===== src/rtl/pio_pkg.sv =====
package pio_pkg;

  localparam int NATTR   = 6;
  localparam int A_OWN   = 0;
  localparam int A_OE    = 1;
  localparam int A_OD    = 2;
  localparam int A_MD    = 3;
  localparam int A_PU    = 4;
  localparam int A_SEL   = 5;

  localparam logic [7:0] OFS_PIN_LVL = 8'h3C;

  function automatic logic [7:0] set_ofs(input int idx);
    case (idx)
      A_OWN:   return 8'h00;
      A_OE:    return 8'h10;
      A_OD:    return 8'h30;
      A_MD:    return 8'h50;
      A_PU:    return 8'h64;
      default: return 8'h74;
    endcase
  endfunction

  function automatic logic [7:0] clr_ofs(input int idx);
    case (idx)
      A_OWN:   return 8'h04;
      A_OE:    return 8'h14;
      A_OD:    return 8'h34;
      A_MD:    return 8'h54;
      A_PU:    return 8'h60;
      default: return 8'h70;
    endcase
  endfunction

  function automatic logic [7:0] sts_ofs(input int idx);
    case (idx)
      A_OWN:   return 8'h08;
      A_OE:    return 8'h18;
      A_OD:    return 8'h38;
      A_MD:    return 8'h58;
      A_PU:    return 8'h68;
      default: return 8'h78;
    endcase
  endfunction

  function automatic logic rst_ones(input int idx);
    return (idx == A_OWN) || (idx == A_PU);
  endfunction

  function automatic logic is_readable(input logic [7:0] a);
    logic hit;
    hit = (a == OFS_PIN_LVL);
    for (int i = 0; i < NATTR; i++) begin
      if (a == sts_ofs(i)) hit = 1'b1;
    end
    return hit;
  endfunction

endpackage


===== src/rtl/pio_sync.sv =====
module pio_sync #(
  parameter int W      = 1,
  parameter int STAGES = 2
) (
  input  logic         clk,
  input  logic         rst_n,
  input  logic [W-1:0] d_i,
  output logic [W-1:0] q_o
);

  logic [STAGES-1:0][W-1:0] stg_q;
  logic [STAGES-1:0][W-1:0] stg_d;

  always_comb begin
    stg_d[0] = d_i;
    for (int s = 1; s < STAGES; s++) begin
      stg_d[s] = stg_q[s-1];
    end
  end

  always_ff @(posedge clk or negedge rst_n) begin
    if (!rst_n) stg_q <= '0;
    else        stg_q <= stg_d;
  end

  assign q_o = stg_q[STAGES-1];

endmodule


===== src/rtl/pio_w1_reg.sv =====
module pio_w1_reg #(
  parameter int   W       = 32,
  parameter logic RST_ONE = 1'b0
) (
  input  logic         clk,
  input  logic         rst_n,
  input  logic [W-1:0] set_i,
  input  logic [W-1:0] clr_i,
  output logic [W-1:0] q_o
);

  logic [W-1:0] val_q;
  logic [W-1:0] val_d;
  logic         upd_en;

  assign upd_en = |(set_i | clr_i);

  always_comb begin
    val_d = val_q;
    if (upd_en) val_d = (val_q | set_i) & ~clr_i;
  end

  always_ff @(posedge clk or negedge rst_n) begin
    if (!rst_n)      val_q <= {W{RST_ONE}};
    else if (upd_en) val_q <= val_d;
  end

  assign q_o = val_q;

endmodule


===== src/rtl/pio_bus_if.sv =====
module pio_bus_if
  import pio_pkg::*;
#(
  parameter int NPINS  = 32,
  parameter int ADDR_W = 8
) (
  input  logic                         clk,
  input  logic                         rst_n,
  input  logic                         sel_i,
  input  logic                         we_i,
  input  logic [ADDR_W-1:0]            addr_i,
  input  logic [NPINS-1:0]             wdata_i,
  input  logic [NATTR-1:0][NPINS-1:0]  sts_i,
  input  logic [NPINS-1:0]             lvl_i,
  output logic [NATTR-1:0][NPINS-1:0]  set_o,
  output logic [NATTR-1:0][NPINS-1:0]  clr_o,
  output logic [NPINS-1:0]             rdata_o
);

  logic              wr_en;
  logic              rd_en;
  logic [7:0]        a8;
  logic [NPINS-1:0]  rd_mux;
  logic [NPINS-1:0]  rd_q;
  logic [NPINS-1:0]  rd_d;

  assign wr_en = sel_i & we_i;
  assign rd_en = sel_i & ~we_i;
  assign a8    = 8'(addr_i);

  for (genvar g = 0; g < NATTR; g++) begin : g_dec
    assign set_o[g] = (wr_en && a8 == set_ofs(g)) ? wdata_i : '0;
    assign clr_o[g] = (wr_en && a8 == clr_ofs(g)) ? wdata_i : '0;
  end

  always_comb begin
    rd_mux = '0;
    for (int i = 0; i < NATTR; i++) begin
      if (a8 == sts_ofs(i)) rd_mux = sts_i[i];
    end
    if (a8 == OFS_PIN_LVL) rd_mux = lvl_i;
  end

  always_comb begin
    rd_d = rd_q;
    if (rd_en) rd_d = rd_mux;
  end

  always_ff @(posedge clk or negedge rst_n) begin
    if (!rst_n)     rd_q <= '0;
    else if (rd_en) rd_q <= rd_d;
  end

  assign rdata_o = rd_q;

endmodule


===== src/rtl/pio_pad_mux.sv =====
module pio_pad_mux #(
  parameter int NPINS = 32
) (
  input  logic [NPINS-1:0] own_i,
  input  logic [NPINS-1:0] selb_i,
  input  logic [NPINS-1:0] oe_i,
  input  logic [NPINS-1:0] od_i,
  input  logic [NPINS-1:0] md_i,
  input  logic [NPINS-1:0] a_out_i,
  input  logic [NPINS-1:0] a_oe_i,
  input  logic [NPINS-1:0] b_out_i,
  input  logic [NPINS-1:0] b_oe_i,
  output logic [NPINS-1:0] pad_out_o,
  output logic [NPINS-1:0] pad_oe_o
);

  for (genvar p = 0; p < NPINS; p++) begin : g_pin
    logic per_v;
    logic per_e;
    logic src_v;
    logic src_e;
    always_comb begin
      per_v = selb_i[p] ? b_out_i[p] : a_out_i[p];
      per_e = selb_i[p] ? b_oe_i[p]  : a_oe_i[p];
      src_v = own_i[p]  ? od_i[p]    : per_v;
      src_e = own_i[p]  ? oe_i[p]    : per_e;
      pad_oe_o[p]  = src_e & ~(md_i[p] & src_v);
      pad_out_o[p] = src_v & ~md_i[p];
    end
  end

endmodule


===== src/rtl/pio_bank_ctrl.sv =====
module pio_bank_ctrl
  import pio_pkg::*;
#(
  parameter int NPINS  = 32,
  parameter int ADDR_W = 8
) (
  input  logic              clk,
  input  logic              rst_n,
  input  logic              bus_sel,
  input  logic              bus_we,
  input  logic [ADDR_W-1:0] bus_addr,
  input  logic [NPINS-1:0]  bus_wdata,
  output logic [NPINS-1:0]  bus_rdata,
  input  logic [NPINS-1:0]  pad_in,
  output logic [NPINS-1:0]  pad_out,
  output logic [NPINS-1:0]  pad_oe,
  output logic [NPINS-1:0]  pad_pu,
  input  logic [NPINS-1:0]  per_a_out,
  input  logic [NPINS-1:0]  per_a_oe,
  input  logic [NPINS-1:0]  per_b_out,
  input  logic [NPINS-1:0]  per_b_oe,
  output logic [NPINS-1:0]  per_in
);

  logic                        rst_sync_n;
  logic [NATTR-1:0][NPINS-1:0] attr_set;
  logic [NATTR-1:0][NPINS-1:0] attr_clr;
  logic [NATTR-1:0][NPINS-1:0] attr_q;
  logic [NPINS-1:0]            lvl_sync;
  logic [NPINS-1:0]            own_q;
  logic [NPINS-1:0]            oe_q;
  logic [NPINS-1:0]            od_q;
  logic [NPINS-1:0]            md_q;
  logic [NPINS-1:0]            pu_q;
  logic [NPINS-1:0]            selb_q;

  pio_sync #(.W(1), .STAGES(2)) u_rst_sync (
    .clk   (clk),
    .rst_n (rst_n),
    .d_i   (1'b1),
    .q_o   (rst_sync_n)
  );

  pio_sync #(.W(NPINS), .STAGES(2)) u_lvl_sync (
    .clk   (clk),
    .rst_n (rst_sync_n),
    .d_i   (pad_in),
    .q_o   (lvl_sync)
  );

  pio_bus_if #(.NPINS(NPINS), .ADDR_W(ADDR_W)) u_bus (
    .clk     (clk),
    .rst_n   (rst_sync_n),
    .sel_i   (bus_sel),
    .we_i    (bus_we),
    .addr_i  (bus_addr),
    .wdata_i (bus_wdata),
    .sts_i   (attr_q),
    .lvl_i   (lvl_sync),
    .set_o   (attr_set),
    .clr_o   (attr_clr),
    .rdata_o (bus_rdata)
  );

  for (genvar g = 0; g < NATTR; g++) begin : g_attr
    pio_w1_reg #(.W(NPINS), .RST_ONE(rst_ones(g))) u_reg (
      .clk   (clk),
      .rst_n (rst_sync_n),
      .set_i (attr_set[g]),
      .clr_i (attr_clr[g]),
      .q_o   (attr_q[g])
    );
  end

  assign own_q  = attr_q[A_OWN];
  assign oe_q   = attr_q[A_OE];
  assign od_q   = attr_q[A_OD];
  assign md_q   = attr_q[A_MD];
  assign pu_q   = attr_q[A_PU];
  assign selb_q = attr_q[A_SEL];

  pio_pad_mux #(.NPINS(NPINS)) u_mux (
    .own_i     (own_q),
    .selb_i    (selb_q),
    .oe_i      (oe_q),
    .od_i      (od_q),
    .md_i      (md_q),
    .a_out_i   (per_a_out),
    .a_oe_i    (per_a_oe),
    .b_out_i   (per_b_out),
    .b_oe_i    (per_b_oe),
    .pad_out_o (pad_out),
    .pad_oe_o  (pad_oe)
  );

  assign pad_pu = pu_q;
  assign per_in = pad_in;

endmodule


===== config.mk =====
export PLATFORM = sky130hd
export DESIGN_NAME = pio_bank_ctrl
export DESIGN_NICKNAME = d
export VERILOG_FILES = /design/src/rtl/pio_pkg.sv /design/src/rtl/pio_sync.sv /design/src/rtl/pio_w1_reg.sv /design/src/rtl/pio_bus_if.sv /design/src/rtl/pio_pad_mux.sv /design/src/rtl/pio_bank_ctrl.sv
export SDC_FILE = /design/constraint.sdc
export NUM_CORES = 1
export LEC_CHECK = 0
export ABC_CLOCK_PERIOD_IN_PS = 8100
export BUFFER_PORTS_ARGS = -buffer_cell sky130_fd_sc_hd__buf_2
export CORE_UTILIZATION = 49
export DETAILED_ROUTE_END_ITERATION = 6
export PLACE_DENSITY = 0.74
export SLEW_MARGIN = 10
export SYNTH_ARGS = -nofsm -noshare
export SYNTH_HDL_FRONTEND = slang
export SYNTH_SLANG_ARGS = --single-unit

===== constraint.sdc =====
create_clock -name clk -period 8.1 [get_ports clk]
set_input_delay 1.215 -clock clk [delete_from_list [all_inputs] [get_ports clk]]
set_output_delay 1.215 -clock clk [all_outputs]
set_load 0.01 [all_outputs]

== After elaboration in Yosys (flattened, before gate mapping) ==
Cells that the tools add are included.
W data, S select, Z words.

* Register bits after elaboration: 290
* Input bits: 204
* Output and inout bits: 160
* Logic and storage cells: 382

* Equal/unequal tests: 18
* Multiplexer cells: 147
* Bitwise gates (word level): 187
* Reduce and logical (&&, ||, !) cells: 19

{| class="wikitable"
|+ Operator list
! operator !! number
|-
| $mux W32 || 19
|-
| $or A32 B32 Y32 || 12
|-
| $and A32 B32 Y32 || 6
|-
| $not A32 Y32 || 6
|-
| $reduce_or A32 Y1 || 6
|-
| $mux W1 || 128
|-
| $and A1 B1 Y1 || 98
|-
| $eq A8 B7 Y1 const B || 9
|-
| $not A1 Y1 || 65
|-
| $eq A8 B6 Y1 const B || 4
|-
| $eq A8 B5 Y1 const B || 3
|-
| $logic_and A1 B1 Y1 || 12
|-
| $eq A8 B3 Y1 const B || 1
|-
| $eq A8 B4 Y1 const B || 1
|-
| $logic_not A8 Y1 || 1
|}

== Longest topological paths before layout ==
* Depth in word-level cells: 8
* Depth in mapped cells: 7
* Mapped depth without buffers: 4

== Cells and area by module ==
Synthesis repeated with hierarchy kept, for this count alone.

* Cells, all modules: 1595
* Area total of the unflattened synthesis: 16879.9 µm²

{| class="wikitable"
|+ Modules (own cells, without submodules)
! module !! times used !! cells an instance !! area an instance (µm²) !! seq. area each (µm²)
|-
| pio_bus_if || 1 || 888 || 6336.1 || 800.8
|-
| pio_w1_reg at g_attr[1].u_reg ... || 4 || 64 || 1121.1 || 800.8
|-
| pio_w1_reg at g_attr[0].u_reg ... || 2 || 64 || 1161.1 || 840.8
|-
| pio_pad_mux || 1 || 224 || 1841.8 || 0.0
|-
| pio_sync at u_lvl_sync || 1 || 64 || 1601.5 || 1601.5
|-
| pio_bank_ctrl || 1 || 33 || 244.0 || 0.0
|-
| pio_sync at u_rst_sync || 1 || 2 || 50.0 || 50.0
|}

== Worst setup path after synthesis ==
OpenSTA, ideal clock, no wires.

* Path kind: input port to output port
* Start: in per_b_out[18]
* End: out pad_oe[18]
* Arrival time: 1.648 ns
* Data required time: 6.885 ns
* Path slack: 5.237 ns
* Stages: 3
* Path buffers: 0
* Cells stage by stage: mux2i_1 > o21ai_0 > a21oi_1

* Word-level cells in the longest chain between the ends: 5

{| class="wikitable"
|+ Ends and longest elaborated chain
! element !! line !! RTL
|-
| from (decl) || pio_bank_ctrl.sv:20 || <nowiki>input logic [NPINS-1:0] per_b_out,</nowiki>
|-
| $mux W1 || pio_pad_mux.sv:23 || <nowiki>per_v = selb_i[p] ? b_out_i[p] : a_out_i[p];</nowiki>
|-
| $mux W1 || pio_pad_mux.sv:25 || <nowiki>src_v = own_i[p] ? od_i[p] : per_v;</nowiki>
|-
| $and A1 B1 Y1 || pio_pad_mux.sv:27 || <nowiki>pad_oe_o[p] = src_e & ~(md_i[p] & src_v);</nowiki>
|-
| $not A1 Y1 || pio_pad_mux.sv:27 ||
|-
| $and A1 B1 Y1 || pio_pad_mux.sv:27 ||
|-
| to (decl) || pio_bank_ctrl.sv:16 || <nowiki>output logic [NPINS-1:0] pad_oe,</nowiki>
|}

No other way between the ends.

== Worst setup path after layout ==
* Start: in bus_addr[4]
* End: reg g_attr[3].u_reg.val_q[23]

* Word-level cells in the longest chain between the ends: 5
* Elaborated cells on any way between the ends: 11
* Those cells by class: eq/ne: 2; mux: 2; bitwise: 4; reduce/logical: 3

{| class="wikitable"
|+ Ends and longest elaborated chain
! element !! line !! RTL
|-
| from (decl) || pio_bank_ctrl.sv:11 || <nowiki>input logic [ADDR_W-1:0] bus_addr,</nowiki>
|-
| $eq A8 B7 Y1, on equally long branches || pio_bus_if.sv:32, pio_bus_if.sv:33 ||
|-
| $logic_and A1 B1 Y1, on equally long branches || pio_bus_if.sv:32, pio_bus_if.sv:33 ||
|-
| $mux W32, on equally long branches || pio_bus_if.sv:32, pio_bus_if.sv:33 ||
|-
| $or A32 B32 Y32, or another cell as far along || pio_w1_reg.sv:16 || <nowiki>assign upd_en = |(set_i | clr_i);</nowiki>
|-
| $reduce_or A32 Y1 or $and A32 B32 Y32 (tied branches) || pio_w1_reg.sv:16, pio_w1_reg.sv:20 ||
|-
| to (signal assigned) || pio_w1_reg.sv:24 || <nowiki>if (!rst_n) val_q <= {W{RST_ONE}};</nowiki>
|-
| to (signal assigned) || pio_w1_reg.sv:25 || <nowiki>else if (upd_en) val_q <= val_d;</nowiki>
|-
| to (decl) || pio_w1_reg.sv:12 || <nowiki>logic [W-1:0] val_q;</nowiki>
|}

Several ways; a longest one is shown, not always the timed one.
A chain may end at the register's enable or synchronous reset.

==> results.cfg <==
[logic_synthesis]
synth_top_family_by_area = multiplexers
synth.largest_area_cell = dfrtp_1
synth_edf_count = 0
yosysWarnings = 0
synth_area_leaders = dfrtp_1, dfstp_2, mux2i_1, a21oi_1, mux2_2
yosys.area_share.simple_pct = 12.5
syn_nets = 1725
yosys.area_share.adder_pct = 0
synthFlopType = dfrtp_1
syn_area_sq_mm = 0.0151
synth_top_cell_area_share_pct = 37.4
synth_mux_area_share_pct = 16.0
synth_seq_area_share_pct = 48.5
synthArstFlopShare_pct = 100
synth-compound-area-share_pct = 16.0
synthCells = 1521
synthDistinctLibCells = 56
synth_xor_area_share_pct = 0
ys_ff_latch = 290
avgSynthCellArea_sq_um = 9.95

[clock_network]
cts-buffers-inserted = 34
cts_sinks = 290
root_buffer = clkbuf_16
ctsHoldBuffers = 0
cts_resized = 0
htree_levels = 2
post_cts_buffers = 0
clk_pin_slew_ns = 0.06
cts_tree = built
clk_latency_ns = 0.51
clock_path_buffers = 3

[worst_setup_path]
rrSetupSlack_ns = 6.05
slowest_delay_ns = 1.16
worst_path_max_delay_cell = nor4_4
r2r_end = g_attr[5].u_reg.q_o[10]
cp-end-kind = flop
cp_common_cell = buf_4
r2r_start = u_rst_sync.q_o
path_max_fanout = 57
path_cells = buf_4 > nand2b_2 > nor4_4 > buf_4 > nand2_1 > a22oi_1
crit_path_start_kind = primary input
rr_worst_depth = 1
crit_type = in2reg
worstPathRequired_ns = 8.51
arrival_ns = 4.78

[global_routing]
antenna_found_initial = 2
grt_pass1_vias = 12900
gr-total-overflow = 0
track_usage_pct = 31.6
grt_max_degree = 143
grt_pass1_wl_microns = 74600

[timing]
rsz0062_at_grt = no
clock-skew-final_ns = 0.00979
fin_crit_ns = 4.37
drv_slew = 0
setup_viol = 0
tightest_slew_ns = 1.22
max-slew-margin-rel_pct = 18.3
period_share_pct = 54.0
fmax_ghz = 0.229
hold_viol = 0
tns_ns = 0

[routing]
routed_via_density = 6.12
vias = 13400
drtIter0Drc = 1477
wl_per_cell_microns = 22.8
postRouteAntennaNets = 0
first_pass_iters = 7
drt-total-wl_microns = 50000
drc_errors = 0

[die]
core_sq_mm = 0.0300
ios = 364
die_h_microns = 178
die_area_sq_mm = 0.0316
start_util_pct = 50.4
fp-row-count = 63
fp.dieW_microns = 178

[placed_design]
dp_hpwl_microns = 31300
postPlaceCellArea_sq_mm = 0.0168
port-buffer-count = 363
gp_congestion = 0.884

[layout]
final_nets = 1979
n_antenna_cell = 0
area_delta_synth_final_pct = 18.7
final_cell_mix = buf_2, dfrtp_1, a21oi_1
drive_gt1_share_pct = 32.9
finish.instance_area_sq_mm = 0.0180
final_common_cell = buf_2

[power]
power.density_mw_per_mm2 = 194
ir_drop_v = 0.000122
p_leak_nw = 8.27

[hold_path]
min_path_type = reg2reg
min_from = u_lvl_sync.stg_d[34]
min_to = u_lvl_sync.q_o[2]
worstHoldPathCells = 0

[job]
drv_cap = 0

[status]
status = complete, no violations
## Yosys cell counts (29+ instances only)
cell type / number
dfstp_2: 64
buf_2: 36
and3_1: 37
clkbuf_1: 82
a21oi_1: 208
and2_1: 38
o22ai_1: 29
nand2_1: 129
o21ai_0: 39
mux2_2: 75
buf_4: 33
mux2i_1: 131
dfrtp_1: 226
inv_1: 67
a22oi_1: 50
nor2_1: 61
## logic make-up after synthesis
| family | count (synthesis) |
|---|---|
| flip-flops | 290 |
| AND/OR/NAND/NOR | 372 |
| buffers and inverters | 226 |
| multiplexers | 230 |
| other | 1 |
| AO/OA/AOI/OAI | 402 |
## per-stage QoR
stage                     hold WS (ns)  utilization (%)  power, mW  instances  worst slack, ns
final                            0.346             59.8       3.49       2191             3.73
after global routing             0.350             59.8       3.59       2191             3.70
after floorplan                  0.331                -       1.77       1521             3.41
after CTS                        0.347             59.8       3.50       2191             3.85
after detailed placement         0.335             56.0       1.93       2129             3.38
after global placement           0.331             56.0       1.92       2129             3.47
## power by group
group	total (mW)	internal, mW	switching, mW
logic	0.353	0.136	0.216
registers	1.56	1.51	0.0463
clock network	1.57	0.974	0.600
total	3.49	2.62	0.863
## worst max-delay path, delay by kind of cell
family / cells / cell delay (ns)
simple gates: 3 / 2.14
buf+inv: 2 / 1.19
compound gates: 1 / 0.17
## per-layer routing
metal	track usage, %	part of all wire, %
met1	41.2	40
met2	51.6	47
met3	5.53	9.3
met4	13.5	3.8
met5	0	0.030
## registers in the layout, summed over array words and instances, names as in the netlist
name              flops
g_attr.u_reg.q_o    192
u_bus.rdata_o        32
u_lvl_sync.q_o       32
u_lvl_sync.stg_d     32
u_rst_sync.q_o        1
u_rst_sync.stg_d      1
## final cells by class
| cell class | instances | area, sq um |
|---|---|---|
| flip-flops and latches | 290 | 7340 |
| inverters | 68 | 255 |
| clock inverters | 3 | 65.1 |
| clock buffers | 59 | 1090 |
| fillers | 2559 | 12100 |
| multi-input cells | 1005 | 6790 |
| well taps | 390 | 488 |
| repair buffers | 376 | 1930 |
## how the worst max path moves through the flow
stage	to	slack, ns	from
2_1_floorplan	g_attr[1].u_reg.q_o[0]	3.41	u_rst_sync.q_o
3_3_place_gp	g_attr[3].u_reg.q_o[27]	3.47	bus_addr[4]
3_5_place_dp	g_attr[3].u_reg.q_o[20]	3.38	bus_addr[4]
4_1_cts	g_attr[3].u_reg.q_o[23]	3.85	bus_addr[4]
5_1_grt	g_attr[3].u_reg.q_o[23]	3.70	bus_addr[4]
6_report	g_attr[3].u_reg.q_o[23]	3.73	bus_addr[4]
No activity file was read; power rests on OpenSTA's default activity.
